<file path="src/rtl/xfer_flag_pkg.sv">
package xfer_flag_pkg;

  typedef struct packed {
    logic empty;
    logic full;
    logic iric;
    logic irtr;
  } flag_vec_t;

  localparam flag_vec_t FLAGS_RST = '{empty: 1'b1, full: 1'b0, iric: 1'b0, irtr: 1'b0};
  localparam int unsigned FLAG_W = $bits(flag_vec_t);

endpackage

</file>
<file path="src/rtl/xfc_event_decode.sv">
module xfc_event_decode
  import xfer_flag_pkg::*;
(
  input  logic      byte_done,
  input  logic      dir_tx,
  input  logic      ack_bit,
  input  logic      ack_chk_en,
  output flag_vec_t set_v
);

  logic tx_end;
  logic rx_end;
  logic tx_nack;

  always_comb begin
    tx_end  = byte_done & dir_tx;
    rx_end  = byte_done & ~dir_tx;
    // a checked negative acknowledge only reports to the CPU
    tx_nack = tx_end & ack_chk_en & ack_bit;

    set_v       = '0;
    set_v.empty = tx_end & ~tx_nack;
    set_v.full  = rx_end;
    set_v.iric  = tx_end | rx_end;
    set_v.irtr  = (tx_end & ~tx_nack) | rx_end;
  end

endmodule

</file>
<file path="src/rtl/xfc_flag_regs.sv">
module xfc_flag_regs
  import xfer_flag_pkg::*;
#(
  parameter flag_vec_t RST_VAL = FLAGS_RST
)(
  input  logic      clk,
  input  logic      rst_n,
  input  flag_vec_t set_v,
  input  flag_vec_t clr_v,
  output flag_vec_t flags_nxt,
  output flag_vec_t flags_q
);

  logic [FLAG_W-1:0] set_b;
  logic [FLAG_W-1:0] clr_b;
  logic [FLAG_W-1:0] nxt_b;
  logic [FLAG_W-1:0] q_b;
  logic [FLAG_W-1:0] rst_b;

  assign set_b = set_v;
  assign clr_b = clr_v;
  assign rst_b = RST_VAL;

  for (genvar i = 0; i < FLAG_W; i++) begin : g_bit
    // clear wins over set
    always_comb begin
      nxt_b[i] = (q_b[i] | set_b[i]) & ~clr_b[i];
    end

    always_ff @(posedge clk or negedge rst_n) begin
      if (!rst_n) begin
        q_b[i] <= rst_b[i];
      end else begin
        q_b[i] <= nxt_b[i];
      end
    end
  end

  assign flags_nxt = nxt_b;
  assign flags_q   = q_b;

endmodule

</file>
<file path="src/rtl/xfc_dma_trig.sv">
module xfc_dma_trig (
  input  logic clk,
  input  logic rst_n,
  input  logic req_nxt,
  input  logic req_q,
  output logic start
);

  logic start_nxt;
  logic start_q;

  always_comb begin
    start_nxt = req_nxt & ~req_q;
  end

  always_ff @(posedge clk or negedge rst_n) begin
    if (!rst_n) begin
      start_q <= 1'b0;
    end else begin
      start_q <= start_nxt;
    end
  end

  assign start = start_q;

endmodule

</file>
<file path="src/rtl/xfc_clk_hold.sv">
module xfc_clk_hold (
  input  logic clk,
  input  logic rst_n,
  input  logic sync_mode,
  input  logic byte_done,
  input  logic dir_tx,
  input  logic empty_q,
  input  logic full_q,
  input  logic dr_write,
  input  logic dr_read,
  output logic hold
);

  logic release_c;
  logic not_ready;
  logic hold_en;
  logic hold_nxt;
  logic hold_q;

  always_comb begin
    release_c = dir_tx ? dr_write : dr_read;
    not_ready = dir_tx ? empty_q  : full_q;
    hold_en   = (sync_mode & byte_done & not_ready & ~release_c) | (hold_q & release_c);
    hold_nxt  = ~hold_q | ~release_c;
    if (!(sync_mode & byte_done & not_ready & ~release_c) && !hold_q) begin
      hold_nxt = 1'b0;
    end
  end

  always_ff @(posedge clk or negedge rst_n) begin
    if (!rst_n) begin
      hold_q <= 1'b0;
    end else if (hold_en) begin
      hold_q <= hold_nxt;
    end
  end

  assign hold = hold_q;

endmodule

</file>
<file path="src/rtl/xfer_flag_ctrl.sv">
module xfer_flag_ctrl
  import xfer_flag_pkg::*;
(
  input  logic clk,
  input  logic rst_n,
  input  logic byte_done,
  input  logic dir_tx,
  input  logic ack_bit,
  input  logic ack_chk_en,
  input  logic sync_mode,
  input  logic dma_done,
  input  logic clr_iric,
  input  logic clr_irtr,
  input  logic dr_write,
  input  logic dr_read,
  input  logic irq_en,
  output logic dr_empty,
  output logic dr_full,
  output logic iric,
  output logic irtr,
  output logic dma_start,
  output logic irq,
  output logic clk_hold
);

  flag_vec_t set_v;
  flag_vec_t clr_v;
  flag_vec_t flags_nxt;
  flag_vec_t flags_q;

  xfc_event_decode i_decode (
    .byte_done  (byte_done),
    .dir_tx     (dir_tx),
    .ack_bit    (ack_bit),
    .ack_chk_en (ack_chk_en),
    .set_v      (set_v)
  );

  always_comb begin
    clr_v       = '0;
    clr_v.empty = dr_write | dma_done;
    clr_v.full  = dr_read;
    clr_v.iric  = clr_iric | dma_done;
    clr_v.irtr  = clr_irtr | dma_done;
  end

  xfc_flag_regs #(.RST_VAL(FLAGS_RST)) i_flags (
    .clk       (clk),
    .rst_n     (rst_n),
    .set_v     (set_v),
    .clr_v     (clr_v),
    .flags_nxt (flags_nxt),
    .flags_q   (flags_q)
  );

  xfc_dma_trig i_trig (
    .clk     (clk),
    .rst_n   (rst_n),
    .req_nxt (flags_nxt.irtr),
    .req_q   (flags_q.irtr),
    .start   (dma_start)
  );

  xfc_clk_hold i_hold (
    .clk       (clk),
    .rst_n     (rst_n),
    .sync_mode (sync_mode),
    .byte_done (byte_done),
    .dir_tx    (dir_tx),
    .empty_q   (flags_q.empty),
    .full_q    (flags_q.full),
    .dr_write  (dr_write),
    .dr_read   (dr_read),
    .hold      (clk_hold)
  );

  assign dr_empty = flags_q.empty;
  assign dr_full  = flags_q.full;
  assign iric     = flags_q.iric;
  assign irtr     = flags_q.irtr;
  assign irq      = flags_q.iric & irq_en;

endmodule

</file>
<file path="config.mk">
export PLATFORM = sky130hd
export DESIGN_NAME = xfer_flag_ctrl
export DESIGN_NICKNAME = d
export VERILOG_FILES = /design/src/rtl/xfer_flag_pkg.sv /design/src/rtl/xfc_event_decode.sv /design/src/rtl/xfc_flag_regs.sv /design/src/rtl/xfc_dma_trig.sv /design/src/rtl/xfc_clk_hold.sv /design/src/rtl/xfer_flag_ctrl.sv
export SDC_FILE = /design/constraint.sdc
export NUM_CORES = 1
export LEC_CHECK = 0
export ABC_AREA = 1
export BUFFER_PORTS_ARGS = -buffer_cell sky130_fd_sc_hd__buf_2
export CORE_AREA = 2 2 39 41
export CTS_BUF_LIST = sky130_fd_sc_hd__clkbuf_4 sky130_fd_sc_hd__clkbuf_8
export DETAILED_ROUTE_END_ITERATION = 10
export DIE_AREA = 0 0 41 43
export PLACE_DENSITY = 0.48
export REMOVE_ABC_BUFFERS = 1
export SYNTH_ARGS = -nofsm -noshare
export SYNTH_HDL_FRONTEND = slang
export SYNTH_SLANG_ARGS = --single-unit
</file>
<file path="constraint.sdc">
create_clock -name clk -period 1.1 [get_ports clk]
set_clock_uncertainty 0.05 [all_clocks]
set_input_delay 0.11 -clock clk [delete_from_list [all_inputs] [get_ports clk]]
set_output_delay 0.11 -clock clk [all_outputs]
set_load 0.01 [all_outputs]
</file>
Word level (Yosys, flattened, before mapping):

Index checks and enable logic that the tools add are counted.

* register bits after elaboration: 6
* bits in latches: 0
* memory bits (writable): 0
* memory bits (read-only): 0
* bits of input ports: 13
* word-level logic and storage cells: 47
* memories: 0

* add/subtract/negate cells: 0
* multiply operators: 0
* divide/modulo/power cells: 0
* $lt $le $gt $ge: 0
* equality and inequality tests: 0
* shift operators: 0
* muxes and demuxes: 3
* bitwise gates (word level): 35
* reduce and logical (&&, ||, !) cells: 3

Operators with widths (number)
* $and 1x1->1: 15
* $or 1x1->1: 11
* $not 1->1: 9
* $mux 1: 3
* $logic_not 1->1: 2
* $logic_and 1x1->1: 1

Longest topological paths before layout:

Gate-level depths: netlist of the first run.

* depth in word-level cells: 9
* gate-level depth with buffers: 5

Cells and area by module:

Synthesis of the first run repeated with hierarchy kept, for this count alone.

* cell total of the unflattened synthesis: 48
* area, all modules: 326.6 µm²

Modules (own cells, without submodules)
* xfc_flag_regs: instances 1, cells each 12, area each 131.4 µm², seq. area each 101.3 µm²
* xfc_clk_hold: instances 1, cells each 13, area each 78.8 µm², seq. area each 25.0 µm²
* xfc_event_decode: instances 1, cells each 11, area each 47.5 µm², seq. area each 0.0 µm²
* xfc_dma_trig: instances 1, cells each 3, area each 35.0 µm², seq. area each 25.0 µm²
* xfer_flag_ctrl: instances 1, cells each 9, area each 33.8 µm², seq. area each 0.0 µm²

Worst setup path before layout of the first run:

No wires, ideal clock.

* path kind: flip-flop to flip-flop
* start: register i_flags.q_b[3], in the netlist i_flags.flags_q[3]
* end: register i_hold.hold_q, in the netlist i_hold.hold
* library setup time: 0.071 ns
* arrival time: 0.826 ns
* required time: 0.979 ns
* path slack: 0.153 ns
* stages on the path, launching flop included: 4
* path through: dfstp_2 -> nor2_1 -> o21a_1 -> nor2_1

* longest elaborated chain between the ends: 6

RTL lines
* start: declaration: RTL line xfc_flag_regs.sv:17 `logic [FLAG_W-1:0] q_b;`
* start signal: indexed assignment: RTL line xfc_flag_regs.sv:32 `q_b[i] <= rst_b[i];`
* start signal: indexed assignment: RTL line xfc_flag_regs.sv:34 `q_b[i] <= nxt_b[i];`
* $mux 1 (*): RTL line xfc_clk_hold.sv:22 `not_ready = dir_tx ? empty_q : full_q;`
* $and 1x1->1 (*) (2 in a row): RTL line xfc_clk_hold.sv:23, xfc_clk_hold.sv:25
* $logic_not 1->1: RTL line xfc_clk_hold.sv:25 `if (!(sync_mode & byte_done & not_ready & ~release_c) && !hold_q) begin`
* $logic_and 1x1->1: RTL line xfc_clk_hold.sv:25
* $mux 1: RTL line xfc_clk_hold.sv:25
* end signal: assignment: RTL line xfc_clk_hold.sv:34 `hold_q <= hold_nxt;`
* end: declaration: RTL line xfc_clk_hold.sv:18 `logic hold_q;`

Mark *: on every way between the ends. The rest lies on a longest branch, timed or not.
A chain may end at the register's enable or synchronous reset.

Worst setup path after layout of the first run:

* start: register i_flags.q_b[3], in the netlist i_flags.flags_q[3]
* end: output port dr_empty

RTL lines
* end: declaration: RTL line xfer_flag_ctrl.sv:17 `output logic dr_empty,`

No word-level cell between the ends.

==> results of run 1 <==
## routing by layer
layer	share of wire, %	global-route usage (%)	wire length (µm)
met5	0	0	0
met4	1.3	10.0	9
met3	7.5	3.14	53
met2	48	12.2	340
met1	43	12.5	303
## cells in the mapped netlist, drive strengths merged
| master | number | area share [%] |
|---|---|---|
| o21ai | 2 | 5.0 |
| dfrtp | 5 | 45 |
| nand3 | 1 | 1.8 |
| a21oi | 3 | 5.4 |
| nand2 | 4 | 5.4 |
| nor2 | 4 | 5.4 |
| dfstp | 1 | 9.5 |
| or2 | 2 | 4.5 |
| o21a | 1 | 2.7 |
| nor3 | 2 | 5.4 |
| inv | 5 | 6.8 |
| a21o | 1 | 2.7 |
## worst paths after layout
path,start,end,slack [ns],cells after the start
max reg2reg,i_flags.flags_q[3],i_hold.hold,0.16,3
max,i_flags.flags_q[3],dr_empty,0.05,1
min reg2reg,i_flags.flags_q[0],i_trig.start,0.41,1
min,dr_write,i_flags.flags_q[3],0.04,3
min in group asynchronous,rst_n,i_flags.flags_q[0],0.17,2
max in group asynchronous,rst_n,i_flags.flags_q[3],0.61,2
## metrics by stage
step	std cells	power [mW]	utilization, %	setup slack, ns	hold WS [ns]
floorplan	31	0.277	-	0.153	-0.236
global placement	66	0.322	28.3	0.182	-0.103
detailed placement	66	0.323	28.3	0.165	-0.102
CTS	74	0.594	33.4	0.0339	0.0321
global route	74	0.620	33.4	0.0000786	0.0472
finish	74	0.579	33.4	0.0489	0.0356
## power by group through the flow
stage / combinational (mW) / clock, mW / sequential (mW)
4_1_cts: 0.0906 / 0.264 / 0.239
3_5_place_dp: 0.0795 / 0 / 0.243
2_1_floorplan: 0.0291 / 0 / 0.248
6_report: 0.0887 / 0.251 / 0.239
5_1_grt: 0.101 / 0.278 / 0.241
3_3_place_gp: 0.0794 / 0 / 0.243
## cell usage in the layout (no fill, tap or decap), drive strengths merged
| cell type | instances |
|---|---|
| buf | 19 |
| inv | 5 |
| dfrtp | 5 |
| nor2 | 4 |
| nand2 | 4 |
| clkbuf | 4 |
| dlygate4sd3 | 4 |
| a21oi | 3 |
| or2 | 2 |
| o21ai | 2 |
| nor3 | 2 |
| nand3 | 1 |
| o21a | 1 |
| a21o | 1 |
| dfstp | 1 |
## logic make-up (layout without fill, tap and decap cells)
logic type | count (synthesis) | count (layout) | synth area share, %
buf+inv | 5 | 32 | 6.79
flops | 6 | 6 | 54.8
compound gates | 7 | 7 | 15.8
simple gates | 13 | 13 | 22.6
## cell type report
cell class / count / area, µm² / share of cell area [%]
flip-flops and latches: 6 / 151 / 32.8
clock buffers: 4 / 30.0 / 6.50
inverters: 5 / 18.8 / 4.07
well taps: 16 / 20.0 / 4.34
repair buffers: 23 / 135 / 29.3
multi-input cells: 20 / 106 / 23.0
## registers in the layout, summed over array words and instances, names as in the netlist
register	flops
i_trig.start	1
i_flags.flags_q	4
i_hold.hold	1
## worst register-to-register path, stage by stage, from the launching register on
cell,delay (ns)
dfstp_2,0.53
nor2_1,0.04
o21a_1,0.16
nor2_1,0.09
## what timing repair did
item	4_1_cts	5_1_grt
setup buffers	0	0
hold buffers	4	0
endpoints found under the hold margin	8	0
==> out/metrics.yaml, run 1 <==
floorplanning:
  pin_count: 20
  placeableCoreArea_um2: 1380
  die_w_um: 41
  dieHeight_um: 43
  dieArea_um2: 1760
  start_util_pct: 20.0
  rows: 14
drt:
  drtAntennaViolNets: 0
  drt_wl_total_um: 706
  vias: 296
  viasPerCell: 4.00
  drc: 0
  wl_per_cell_um: 9.54
  dr.first_iter.drc_count: 2
  first_pass_iters: 2
sta:
  hold_viol_final: 0
  rsz0062_at_grt: "false"
  slew_viol_final: 0
  finalSetupViolCount: 0
  timing.fmax_mhz: 951
  tightest_slew_ns: 0.133
  slew_headroom_pct: 91.0
  period_needed_ns: 1.05
  finalSetupTns_ns: 0
  min_period_over_period_pct: 95.6
setup_path:
  arrival_ns: 0.89
  crit_chain: "buf_2"
  path_buf_inv: 1
  worstSetupPathType: "reg -> out"
  crit_family: "flip-flops"
  cp-end-kind: "output pin"
  slowest_delay_ns: 0.53
  worst_path_max_delay_cell: "dfstp_2"
  start_kind: "register"
  crit_fanout: 3
  critPathRequiredTime_ns: 0.94
job:
  drv_cap: 0
finish:
  drive_gt1_share_pct: 44.8
  syn_to_final_growth_pct: 67.0
  design_area_um2: 462
  diodes: 0
  num-fill-cells: 156
  nNetsFinal: 72
clock_tree:
  cts.sinks: 6
  clockBufferDepth: 2
  clkLatencyLatePin_ns: 0.24
  cts_buffers: 3
  cts_resized: 0
  htreeDepth: 1
  cts_tree: "built"
  clk_pin_slew_ns: 0.05
  root_buffer: "clkbuf_4"
power_and_ir_drop:
  internal_power_uw: 442
  peakVddDrop_mv: 0.525
  power.density_nw_per_um2: 1250
  power_switching_uw: 137
  switching_share_pct: 23.7
  power_frac_comb_pct: 15.3
  p_leak_nw: 0.260
  pwr-share-seq_pct: 41.3
  power.share.clock_pct: 43.3
status:
  outcome: "finished, final reports clean"
logic_synthesis:
  syn_inst: 31
  yosysWarnings: 0
  ys_ff_latch: 6
  ys_types: 14
  syn_avg_cell_area_um2: 8.92
  ys_seq_area_share_pct: 54.8
  syn-cell-area_um2: 277
placement:
  dpl.hpwl_um: 542
  io_buffers: 19
  place_area_um2: 392
  gp_congestion: 0.702
global_routing:
  grt_pass1_vias: 271
  grt_pass1_wl_um: 1090
  antenna_found_initial: 0
  grt.total_usage_pct: 9.92
  grt_remaining_overflow: 0
  grt_max_degree: 7
worst_hold_path:
  hold_path.class: "in -> reg"
(Power assumes the default switching activity.)
==> run 2, diff against run 1 <==
--- a/config.mk
+++ b/config.mk
@@ -13,2 +13,3 @@
 export DIE_AREA = 0 0 41 43
+export HOLD_SLACK_MARGIN = 0.05
 export PLACE_DENSITY = 0.48
==> constraint.sdc (replaced) <==
create_clock -name clk -period 1.1 [get_ports clk]
set_clock_uncertainty 0.05 [all_clocks]
set_input_delay 0 -clock clk [delete_from_list [all_inputs] [get_ports clk]]
set_output_delay 0 -clock clk [all_outputs]
set_load 0.01 [all_outputs]
==> out/metrics.yaml, run 2 (synthesized netlist as in run 1, its figures left out) <==
sta:
  finalSetupTns_ns: 0
  timing.fmax_mhz: 1060
  rsz0062_at_grt: "false"
  slew_viol_final: 0
  setup_ws_ns: 0.158
  tightest_slew_ns: 0.130
  period_needed_ns: 0.942
  min_period_over_period_pct: 85.6
  hold_viol_final: 0
  slew_headroom_pct: 91.2
  finalSetupViolCount: 0
setup_path:
  r2r_slack_ns: 0.16
  crit_chain: "buf_2"
  r2r_end: "i_hold.hold"
  r2r_cells: 3
  arrival_ns: 0.89
  r2r-start: "i_flags.flags_q[3]"
  path_buf_inv: 1
  start_kind: "register"
  slowest_delay_ns: 0.53
  worstSetupPathType: "reg -> out"
  cp-end-kind: "output pin"
  crit_family: "flip-flops"
  worst_path_max_delay_cell: "dfstp_2"
  crit_fanout: 3
  critPathRequiredTime_ns: 1.05
drt:
  drtAntennaViolNets: 0
  wl_per_cell_um: 9.57
  drc: 0
  met3_length_um: 48
  wl_met1_um: 328
  dr.first_iter.drc_count: 2
  vias: 318
  top_layer: "met4"
  wl_met2_um: 388
  drt_wl_total_um: 775
  viasPerCell: 3.93
  first_pass_iters: 4
finish:
  layout_common_cells: "19 x buf_2, 11 x dlygate4sd3_1, 5 x inv_1, 5 x dfrtp_1"
  diodes: 0
  final_common_cell: "buf_2"
  design_area_um2: 532
  nNetsFinal: 79
  drive_gt1_share_pct: 40.0
  largest_reg_flops: 4
  syn_to_final_growth_pct: 92.3
  num-fill-cells: 151
  final_cells: 81
placement:
  dpl.hpwl_um: 542
  pre_cts_ws_ns: 0.165
  gp_congestion: 0.702
  dp.cells: 66
  place_area_um2: 392
  io_buffers: 19
global_routing:
  grt.total_usage_pct: 10.9
  grt_pass1_vias: 309
  grt_remaining_overflow: 0
  antenna_found_initial: 0
  grt_pass1_wl_um: 1210
  grt_max_degree: 7
clock_tree:
  htreeDepth: 1
  cts_tree: "built"
  root_buffer: "clkbuf_4"
  cts.sinks: 6
  cts_buffers: 3
  clockBufferDepth: 2
  clk_pin_slew_ns: 0.05
  cts_resized: 0
  clkLatencyLatePin_ns: 0.24
floorplanning:
  start_util_pct: 20.0
  placeableCoreArea_um2: 1380
  rows: 14
  die_w_um: 41
  dieHeight_um: 43
  pin_count: 20
  dieArea_um2: 1760
power_and_ir_drop:
  peakVddDrop_mv: 0.524
  power.density_nw_per_um2: 1130
  p_total_uw: 599
  p_leak_nw: 0.289
worst_hold_path:
  hold_path.class: "in -> async"
job:
  drv_cap: 0
status:
  outcome: "finished, final reports clean"
==> run 2: cell types whose count changed in the layout (fill, tap and decap cells not counted) <==
cell,previous run,this run
dlygate4sd3_1,4,11
==> run 2: stage by stage <==
| stage | hold slack (ns) | utilization, % |
|---|---|---|
| floorplan | -0.346 | - |
| global placement | -0.213 | 28.3 |
| detailed placement | -0.212 | 28.3 |
| CTS | 0.0538 | 38.4 |
| global route | 0.0623 | 38.4 |
| finish | 0.0566 | 38.4 |
==> run 2: where the power goes <==
group          switching, mW  internal (mW)  total, mW  leakage [nW]
clock                 0.0887          0.163      0.251        0.0184
combinational         0.0447         0.0632      0.108         0.193
sequential           0.00719          0.232      0.239        0.0774
total                  0.141          0.458      0.599         0.289
==> run 2: per-layer routing <==
metal,global-route usage [%],up-vias
met5,0,-
met2,14.7,10
met4,10.0,0
met3,3.14,2
met1,13.2,139
li1,-,167
==> run 2: worst max path at each step <==
stage / from / end / slack [ns] / cells past startpoint
after detailed placement: i_flags.flags_q[3] / i_hold.hold / 0.16 / 3
after CTS: i_flags.flags_q[3] / dr_empty / 0.14 / 1
after global placement: i_flags.flags_q[3] / i_hold.hold / 0.18 / 3
after floorplan: i_flags.flags_q[3] / i_hold.hold / 0.15 / 3
after global routing: i_flags.flags_q[3] / i_hold.hold / 0.11 / 3
final: i_flags.flags_q[3] / dr_empty / 0.16 / 1
==> run 2: timing repair <==
item / 4_1_cts / 5_1_grt
buffers inserted: 0 / 0
hold endpoints to repair: 12 / 0
hold buffers: 11 / 0
==> run 2: cell type report <==
cell class	count	area [µm²]	area share, %
Timing Repair Buffer	30	205	38.6
Sequential cell	6	151	28.5
Multi-Input combinational cell	20	106	20.0
Clock buffer	4	30.0	5.65
Tap cell	16	20.0	3.76
Inverter	5	18.8	3.53
